<file path="src/rtl/pzone_pkg.sv">
package pzone_pkg;
  typedef logic [2:0] zone_t;

  localparam zone_t ZONE_MAX = 3'd4;

  typedef enum logic [1:0] {
    MD_FIXED = 2'b00,
    MD_AUTO  = 2'b01,
    MD_FULL  = 2'b10
  } mode_t;

  typedef enum logic [1:0] {
    SEL_FULL  = 2'b00,
    SEL_AUTO  = 2'b01,
    SEL_FIXED = 2'b10
  } tsel_t;
endpackage

</file>
<file path="src/rtl/pzone_target.sv">
module pzone_target
  import pzone_pkg::*;
#(
  parameter int CUR_W = 8
) (
  input  logic [CUR_W-1:0]      cur_q,
  input  logic [3:0][CUR_W-1:0] lim_v,   // index = zone whose limit it is
  input  logic [CUR_W-1:0]      hyst,
  input  zone_t                 zone,
  input  tsel_t                 tsel,
  input  zone_t                 fixed_zone,
  output zone_t                 target,
  output logic [4:0]            zen
);
  localparam logic [CUR_W-1:0] OFF = {CUR_W{1'b1}};

  function automatic logic [CUR_W-1:0] sat_sub(input logic [CUR_W-1:0] a,
                                                input logic [CUR_W-1:0] b);
    return (a > b) ? a - b : '0;
  endfunction

  // lowest enabled zone whose limit the sample exceeds
  function automatic zone_t pick_rise(input logic [CUR_W-1:0] c,
                                      input logic [3:0][CUR_W-1:0] l,
                                      input logic [3:0] en);
    zone_t r = ZONE_MAX;
    for (int k = 3; k >= 0; k--)
      if (en[k] && c > l[k]) r = 3'(k);
    return r;
  endfunction

  // same picker with limits lowered by the hysteresis
  function automatic zone_t pick_fall(input logic [CUR_W-1:0] c,
                                      input logic [3:0][CUR_W-1:0] l,
                                      input logic [CUR_W-1:0] h,
                                      input logic [3:0] en);
    zone_t r = ZONE_MAX;
    for (int k = 3; k >= 0; k--)
      if (en[k] && c >= sat_sub(l[k], h)) r = 3'(k);
    return r;
  endfunction

  logic [3:0] lim_en;
  zone_t      z_rise, z_fall, fix_c;

  for (genvar k = 0; k < 4; k++) begin : g_en
    assign lim_en[k] = (lim_v[k] != OFF);
  end
  assign zen = {1'b1, lim_en};

  assign z_rise = pick_rise(cur_q, lim_v, lim_en);
  assign z_fall = pick_fall(cur_q, lim_v, hyst, lim_en);
  assign fix_c  = (fixed_zone > ZONE_MAX) ? ZONE_MAX : fixed_zone;

  always_comb begin
    unique case (tsel)
      SEL_AUTO: begin
        if (z_rise < zone)      target = z_rise;
        else if (z_fall > zone) target = z_fall;
        else                    target = zone;
      end
      SEL_FIXED: target = fix_c;
      default:   target = '0;
    endcase
  end
endmodule

</file>
<file path="src/rtl/pzone_stepper.sv">
module pzone_stepper
  import pzone_pkg::*;
#(
  parameter int DLY_W = 8
) (
  input  logic             clk,
  input  logic             rst_n,
  input  logic             tick,
  input  zone_t            target,
  input  logic [4:0]       zen,
  input  logic [DLY_W-1:0] shed_dly,
  output zone_t            zone,
  output logic             step_dn,
  output logic             step_up
);
  // highest usable zone strictly between target and current (going down)
  function automatic zone_t next_dn(input zone_t z, input zone_t t, input logic [4:0] en);
    zone_t r = t;
    for (int k = 0; k <= 4; k++)
      if (3'(k) < z && 3'(k) > t && en[k]) r = 3'(k);
    return r;
  endfunction

  // lowest usable zone strictly between current and target (going up)
  function automatic zone_t next_up(input zone_t z, input zone_t t, input logic [4:0] en);
    zone_t r = t;
    for (int k = 4; k >= 0; k--)
      if (3'(k) > z && 3'(k) < t && en[k]) r = 3'(k);
    return r;
  endfunction

  logic [DLY_W-1:0] cnt;
  logic             pend;
  logic             want_up;

  assign step_dn = (target < zone);
  assign want_up = (target > zone);
  assign step_up = want_up && pend && tick && (cnt <= DLY_W'(1));

  always_ff @(posedge clk or negedge rst_n) begin
    if (!rst_n) begin
      zone <= '0;
      cnt  <= '0;
      pend <= 1'b0;
    end else if (step_dn) begin
      zone <= next_dn(zone, target, zen);
      pend <= 1'b0;
    end else if (want_up) begin
      if (!pend) begin
        pend <= 1'b1;
        cnt  <= shed_dly;
      end else if (step_up) begin
        zone <= next_up(zone, target, zen);
        cnt  <= shed_dly;
      end else if (tick) begin
        cnt <= cnt - DLY_W'(1);
      end
    end else begin
      pend <= 1'b0;
    end
  end
endmodule

</file>
<file path="src/rtl/pzone_mask.sv">
module pzone_mask
  import pzone_pkg::*;
#(
  parameter int NPH  = 8,
  parameter int PC_W = 4
) (
  input  zone_t           zone,
  input  logic [PC_W-1:0] phase_cnt,
  output logic [NPH-1:0]  pwm_en
);
  // phase p (0-based) runs in zone z
  function automatic logic runs_in(input int p, input zone_t z);
    case (z)
      3'd0:    return 1'b1;
      3'd1:    return (p % 2) == 0;
      3'd2:    return (p % 4) == 0;
      default: return p == 0;
    endcase
  endfunction

  logic [PC_W-1:0] pc_eff;
  assign pc_eff = (phase_cnt == '0) ? PC_W'(1) : phase_cnt;

  for (genvar p = 0; p < NPH; p++) begin : g_ph
    assign pwm_en[p] = runs_in(p, zone) && (PC_W'(p) < pc_eff);
  end
endmodule

</file>
<file path="src/rtl/pzone_seq.sv">
module pzone_seq
  import pzone_pkg::*;
#(
  parameter int CUR_W = 8,
  parameter int DLY_W = 8,
  parameter int NPH   = 8,
  localparam int PC_W = $clog2(NPH + 1)
) (
  input  logic             clk,
  input  logic             rst_n,
  input  logic [1:0]       mode_in,
  input  logic [CUR_W-1:0] i_sample,
  input  logic [CUR_W-1:0] lim1,
  input  logic [CUR_W-1:0] lim2,
  input  logic [CUR_W-1:0] lim3,
  input  logic [CUR_W-1:0] lim4,
  input  logic [CUR_W-1:0] hyst,
  input  logic [DLY_W-1:0] shed_dly,
  input  logic [2:0]       zone_boot,
  input  logic [2:0]       zone_run,
  input  logic             v_nominal,
  input  logic [PC_W-1:0]  phase_cnt,
  input  logic             tick_10ms,
  output logic [2:0]       zone_o,
  output logic [NPH-1:0]   pwm_en,
  output logic             dcm_o
);
  logic                  init_done, nom_seen, run_sel;
  logic [1:0]            mode_eff;
  logic [CUR_W-1:0]      cur_q;
  logic [3:0][CUR_W-1:0] lim_v;
  tsel_t                 tsel;
  zone_t                 target, zone, fixed_zone;
  logic [4:0]            zen;
  logic                  step_dn, step_up, force_full;

  always_ff @(posedge clk or negedge rst_n) begin
    if (!rst_n) begin
      init_done <= 1'b0;
      nom_seen  <= 1'b0;
      run_sel   <= 1'b0;
      mode_eff  <= MD_FULL;
      cur_q     <= '0;
    end else begin
      init_done <= 1'b1;
      if (v_nominal) nom_seen <= 1'b1;
      if (!init_done || v_nominal || nom_seen) mode_eff <= mode_in;
      if (tick_10ms) cur_q <= i_sample;
      if (nom_seen && mode_eff != MD_FIXED) run_sel <= 1'b1;
    end
  end

  assign lim_v      = {lim1, lim2, lim3, lim4};  // [0]=zone 0 limit
  assign fixed_zone = run_sel ? zone_run : zone_boot;

  always_comb begin
    if (mode_eff == MD_FIXED)                tsel = SEL_FIXED;
    else if (mode_eff == MD_AUTO && nom_seen) tsel = SEL_AUTO;
    else                                     tsel = SEL_FULL;
  end
  assign force_full = (tsel == SEL_FULL);

  pzone_target #(.CUR_W(CUR_W)) u_tgt (
    .cur_q(cur_q), .lim_v(lim_v), .hyst(hyst), .zone(zone),
    .tsel(tsel), .fixed_zone(fixed_zone), .target(target), .zen(zen)
  );

  pzone_stepper #(.DLY_W(DLY_W)) u_step (
    .clk(clk), .rst_n(rst_n), .tick(tick_10ms), .target(target), .zen(zen),
    .shed_dly(shed_dly), .zone(zone), .step_dn(step_dn), .step_up(step_up)
  );

  pzone_mask #(.NPH(NPH), .PC_W(PC_W)) u_mask (
    .zone(zone), .phase_cnt(phase_cnt), .pwm_en(pwm_en)
  );

  assign zone_o = zone;
  assign dcm_o  = (zone == ZONE_MAX);
endmodule

</file>
<file path="config.mk">
export PLATFORM = sky130hd
export DESIGN_NAME = pzone_seq
export DESIGN_NICKNAME = d
export VERILOG_FILES = /design/src/rtl/pzone_pkg.sv /design/src/rtl/pzone_target.sv /design/src/rtl/pzone_stepper.sv /design/src/rtl/pzone_mask.sv /design/src/rtl/pzone_seq.sv
export SDC_FILE = /design/constraint.sdc
export NUM_CORES = 1
export LEC_CHECK = 0
export BUFFER_PORTS_ARGS = -buffer_cell sky130_fd_sc_hd__buf_2
export CELL_PAD_IN_SITES_DETAIL_PLACEMENT = 0
export CELL_PAD_IN_SITES_GLOBAL_PLACEMENT = 1
export CORE_MARGIN = 2
export CORE_UTILIZATION = 40
export DETAILED_ROUTE_END_ITERATION = 10
export PLACE_DENSITY_LB_ADDON = 0.15
export SETUP_SLACK_MARGIN = 0.02
export SYNTH_ARGS = -nofsm -noshare
export SYNTH_HDL_FRONTEND = slang
export SYNTH_SLANG_ARGS = --single-unit
</file>
<file path="constraint.sdc">
create_clock -name clk -period 13.2 [get_ports clk]
set_input_delay 2.64 -clock clk [delete_from_list [all_inputs] [get_ports clk]]
set_output_delay 2.64 -clock clk [all_outputs]
set_load 0.005 [all_outputs]
</file>
==> run summary <==
The path class of the lowest-slack min-delay path was register to register. For this block, the via count after detailed routing is 4634. The first global-routing pass estimated 22800 um of wire. The detail route stage leaves a number of antenna-violating nets equal to 0.

The final layout contains routed wiring with a total length of 13900 um. The max-slew violation count was 0. Setup violations remaining at the end of the flow were counted as 0. Largest stage delay on the critical path: 0.41 ns.

The path type of the worst setup path was input pin to register. The run gives 100 MHz as the highest clock frequency the design can meet. Along the worst path, the maximum fanout reaches 19.

In this run, the number of DRC markers left after iteration 0 of detailed routing was 229. The synthesized design contains 0 enable-type register cells. The total count of hold-check failures in the final report came out at 0. The clock passes through at most 2 buffers. For the worst clock skew, the log shows 0.00827 ns. The power density over cell area was 117 nW/um^2. The final layout contains 879 nets. The run gives 5 as the first-pass iteration count of the detailed router. IR analysis of the VDD net gives a maximum drop of 0.0708 mV. The most common cell in the netlist is ha_1. The die extent in y was 114 um. The relative area change from synthesis to final layout came out at 13.5%. The top flip-flop cell by instance count after synthesis was dfrtp_1. The run gives 835 as the number of placed instances, taps included.

The largest area contributor in the synthesized netlist was ha_1. The average footprint of a synthesized cell came out at 7.80 um^2. H-tree depth: 1.

The floorplan has 39 rows. The run gives 3 as the clock buffer count from CTS. Synthesis produced 615 cells.

The minimum period implied by the final worst setup slack works out to 9.98 ns. The worst relative slew slack is 0.570, and the period utilization is 0.756. The buffers plus inverters on the worst setup path was 4. Clock tree synthesis selected as its root buffer the cell clkbuf_16.

The tools report the required arrival time at the worst endpoint as 13.39 ns. Sorting the synthesized cells by area gives the leading types as ha_1, dfrtp_1, inv_1. For this run, design rule violations remaining after detail routing come to 0.

TritonCTS built the clock tree. By count the netlist is led by ha_1, inv_1, nand2_1. The total setup buffers inserted after CTS is 0, and the floorplan die width is 114 um. The synthesized netlist occupies a cell area of 4800 um^2. In the routed layout, each cell is associated on average with a via count of 5.52.

The clock drives 25 sinks. The number of flip-flops and latches in the synthesized netlist is 25, and the async set-or-reset flop fraction in the synthesized netlist is 1.00. Once layout is complete, the cells apart from fillers number 839. The final weighted congestion in routability-driven placement was 0.869; the average wire per standard cell was 16.5 um. The number of hold buffers added after cts was 0. The flow ran to the end, and the final reports show no timing, DRC or antenna violations.

The starting density of the core is 0.415. The worst setup path is launched from an input pin. Entering global routing, the biggest net connects 26 pins.

The total area inside the core boundary comes to 11600 um^2. The run gives 4658 as the via count of the first global-routing pass. The tools report the endpoint arrival time on the critical path as 10.17 ns.

The floorplan step defined a die boundary enclosing 12900 um^2. The initial antenna violation count was 0. For the sequential cell area fraction in the yosys report, the log shows 0.131.

The portion of synthesized cell area occupied by the leading cell type was 0.276. The worst setup path is captured at a register. Setup repair after global routing left no endpoint under its margin. Detailed placement finished with a half-perimeter wire length of 11400 um. The count of buffers added on input and output ports is 82. Global routing finished with a remaining overflow of 0. OpenSTA, run right after detailed placement, puts the worst setup slack at 3.02 ns.

The overall global routing resource usage was 0.221. At the pin with the least slew margin, the transition time is 0.645 ns. The run gives 3.22 ns as the worst setup slack after layout. Gates resized during post-CTS repair numbered 0. The fraction of layout cells with a size suffix above 1 was 0.172. Among cell families on the critical path, the largest total delay comes from compound AO/OA/AOI/OAI gates.

Yosys printed 0 warnings. The slowest stage of the critical path belongs to the cell fa_1. The tool flagged a number of max-cap violations equal to 0. In this run the count of I/O pins placed on the die edge is 84. The dominant cell type by count on the critical path is o21ai_0. The analysis attributes to cell leakage a power of 2.80 nW. Aggregate negative setup slack: 0 ns. Clock-pin slew was measured on the worst setup and hold paths at 0.07 ns.

The clock latency at the later pin of the worst-skew pair was 0.27 ns. The number of antenna diodes in the final layout is 0. The post-synthesis cell type count is 70.
==> worst paths after layout <==
path / end / cells past startpoint / slack [ns] / start
setup / recovery: u_step.cnt[4] / 36 / 3.22 / lim1[0]
min in group asynchronous: u_step.cnt[2] / 1 / 2.36 / rst_n
hold / removal: u_step.cnt[5] / 2 / 0.52 / u_step.cnt[5]
setup reg to reg: u_step.cnt[4] / 23 / 6.94 / cur_q[6]
max in group asynchronous: mode_eff[1] / 1 / 10.45 / rst_n
hold reg to reg: u_step.cnt[5] / 2 / 0.52 / u_step.cnt[5]
==> state kept, by name, indices dropped and copies added, names as in the netlist <==
register	flops
cur_q	8
init_done	1
mode_eff	2
nom_seen	1
run_sel	1
u_step.cnt	8
u_step.pend	1
u_step.zone	3
==> cell type report <==
type | count | area, um^2
clock buffer | 3 | 75.1
inverter | 66 | 248
timing repair buffer | 83 | 418
sequential | 25 | 627
tap | 143 | 179
multi-input combinational | 518 | 3890
clock inverter | 1 | 8.76
fill | 1185 | 6120
==> cell usage in the layout (no fill, tap or decap), types with 3 or more instances in the layout <==
cell type	count
xor2_1	13
a21oi_1	47
mux2_2	9
nor2b_1	14
or3_1	6
o21a_1	5
inv_1	64
nor2_2	3
clkbuf_16	3
a211o_1	3
buf_2	82
nand3_1	8
nand2b_1	5
o21ai_0	38
a211oi_1	7
o21bai_1	8
o211ai_2	3
a31oi_1	5
o22ai_1	5
dfrtp_1	24
nor3_1	17
nand2_1	53
fa_1	4
a22oi_1	5
nor2_1	45
a21o_1	26
nand3b_1	3
xnor2_1	11
nand4_1	22
ha_1	106
o211ai_1	3
and3_1	3
==> metal layers <==
metal  share of wire  global-route usage  wire length (um)
met1            0.49               0.310              6760
met2            0.47               0.380              6480
met3           0.037              0.0159               513
met4          0.0093              0.0341               129
met5               0                   0                 0
==> power by group <==
group          internal (mW)  switching, mW  leakage, nW  total (mW)
sequential            0.0984         0.0368        0.292       0.135
combinational          0.183          0.248         2.46       0.431
clock                 0.0419         0.0292       0.0415      0.0711
==> logic make-up (layout without fill, tap and decap cells) <==
family | count (synthesis) | count (layout) | synth area share
buffers and inverters | 73 | 153 | 0.0597
AND/OR/NAND/NOR | 197 | 197 | 0.207
flip-flops | 25 | 25 | 0.131
other | 1 | 2 | 0.000782
adder cells (fa/ha/maj) | 110 | 110 | 0.293
XOR/XNOR | 24 | 24 | 0.0438
multiplexers | 10 | 10 | 0.0232
AO/OA/AOI/OAI | 175 | 175 | 0.241
==> worst min-delay path: cells and delay by family, from the launching register on <==
family	cells	cell delay, ns
compound gates	2	0.13
flops	1	0.35
==> through the flow <==
stage	total power [mW]	utilization	instance area [um^2]	hold WS, ns
after floorplan	0.445	-	4800	0.461
after global placement	0.559	0.463	5360	0.491
after detailed placement	0.565	0.463	5360	0.503
after CTS	0.640	0.471	5440	0.524
after global routing	0.713	0.471	5440	0.541
final	0.637	0.471	5440	0.522
Note: power is estimated with default switching activity, not from simulation.
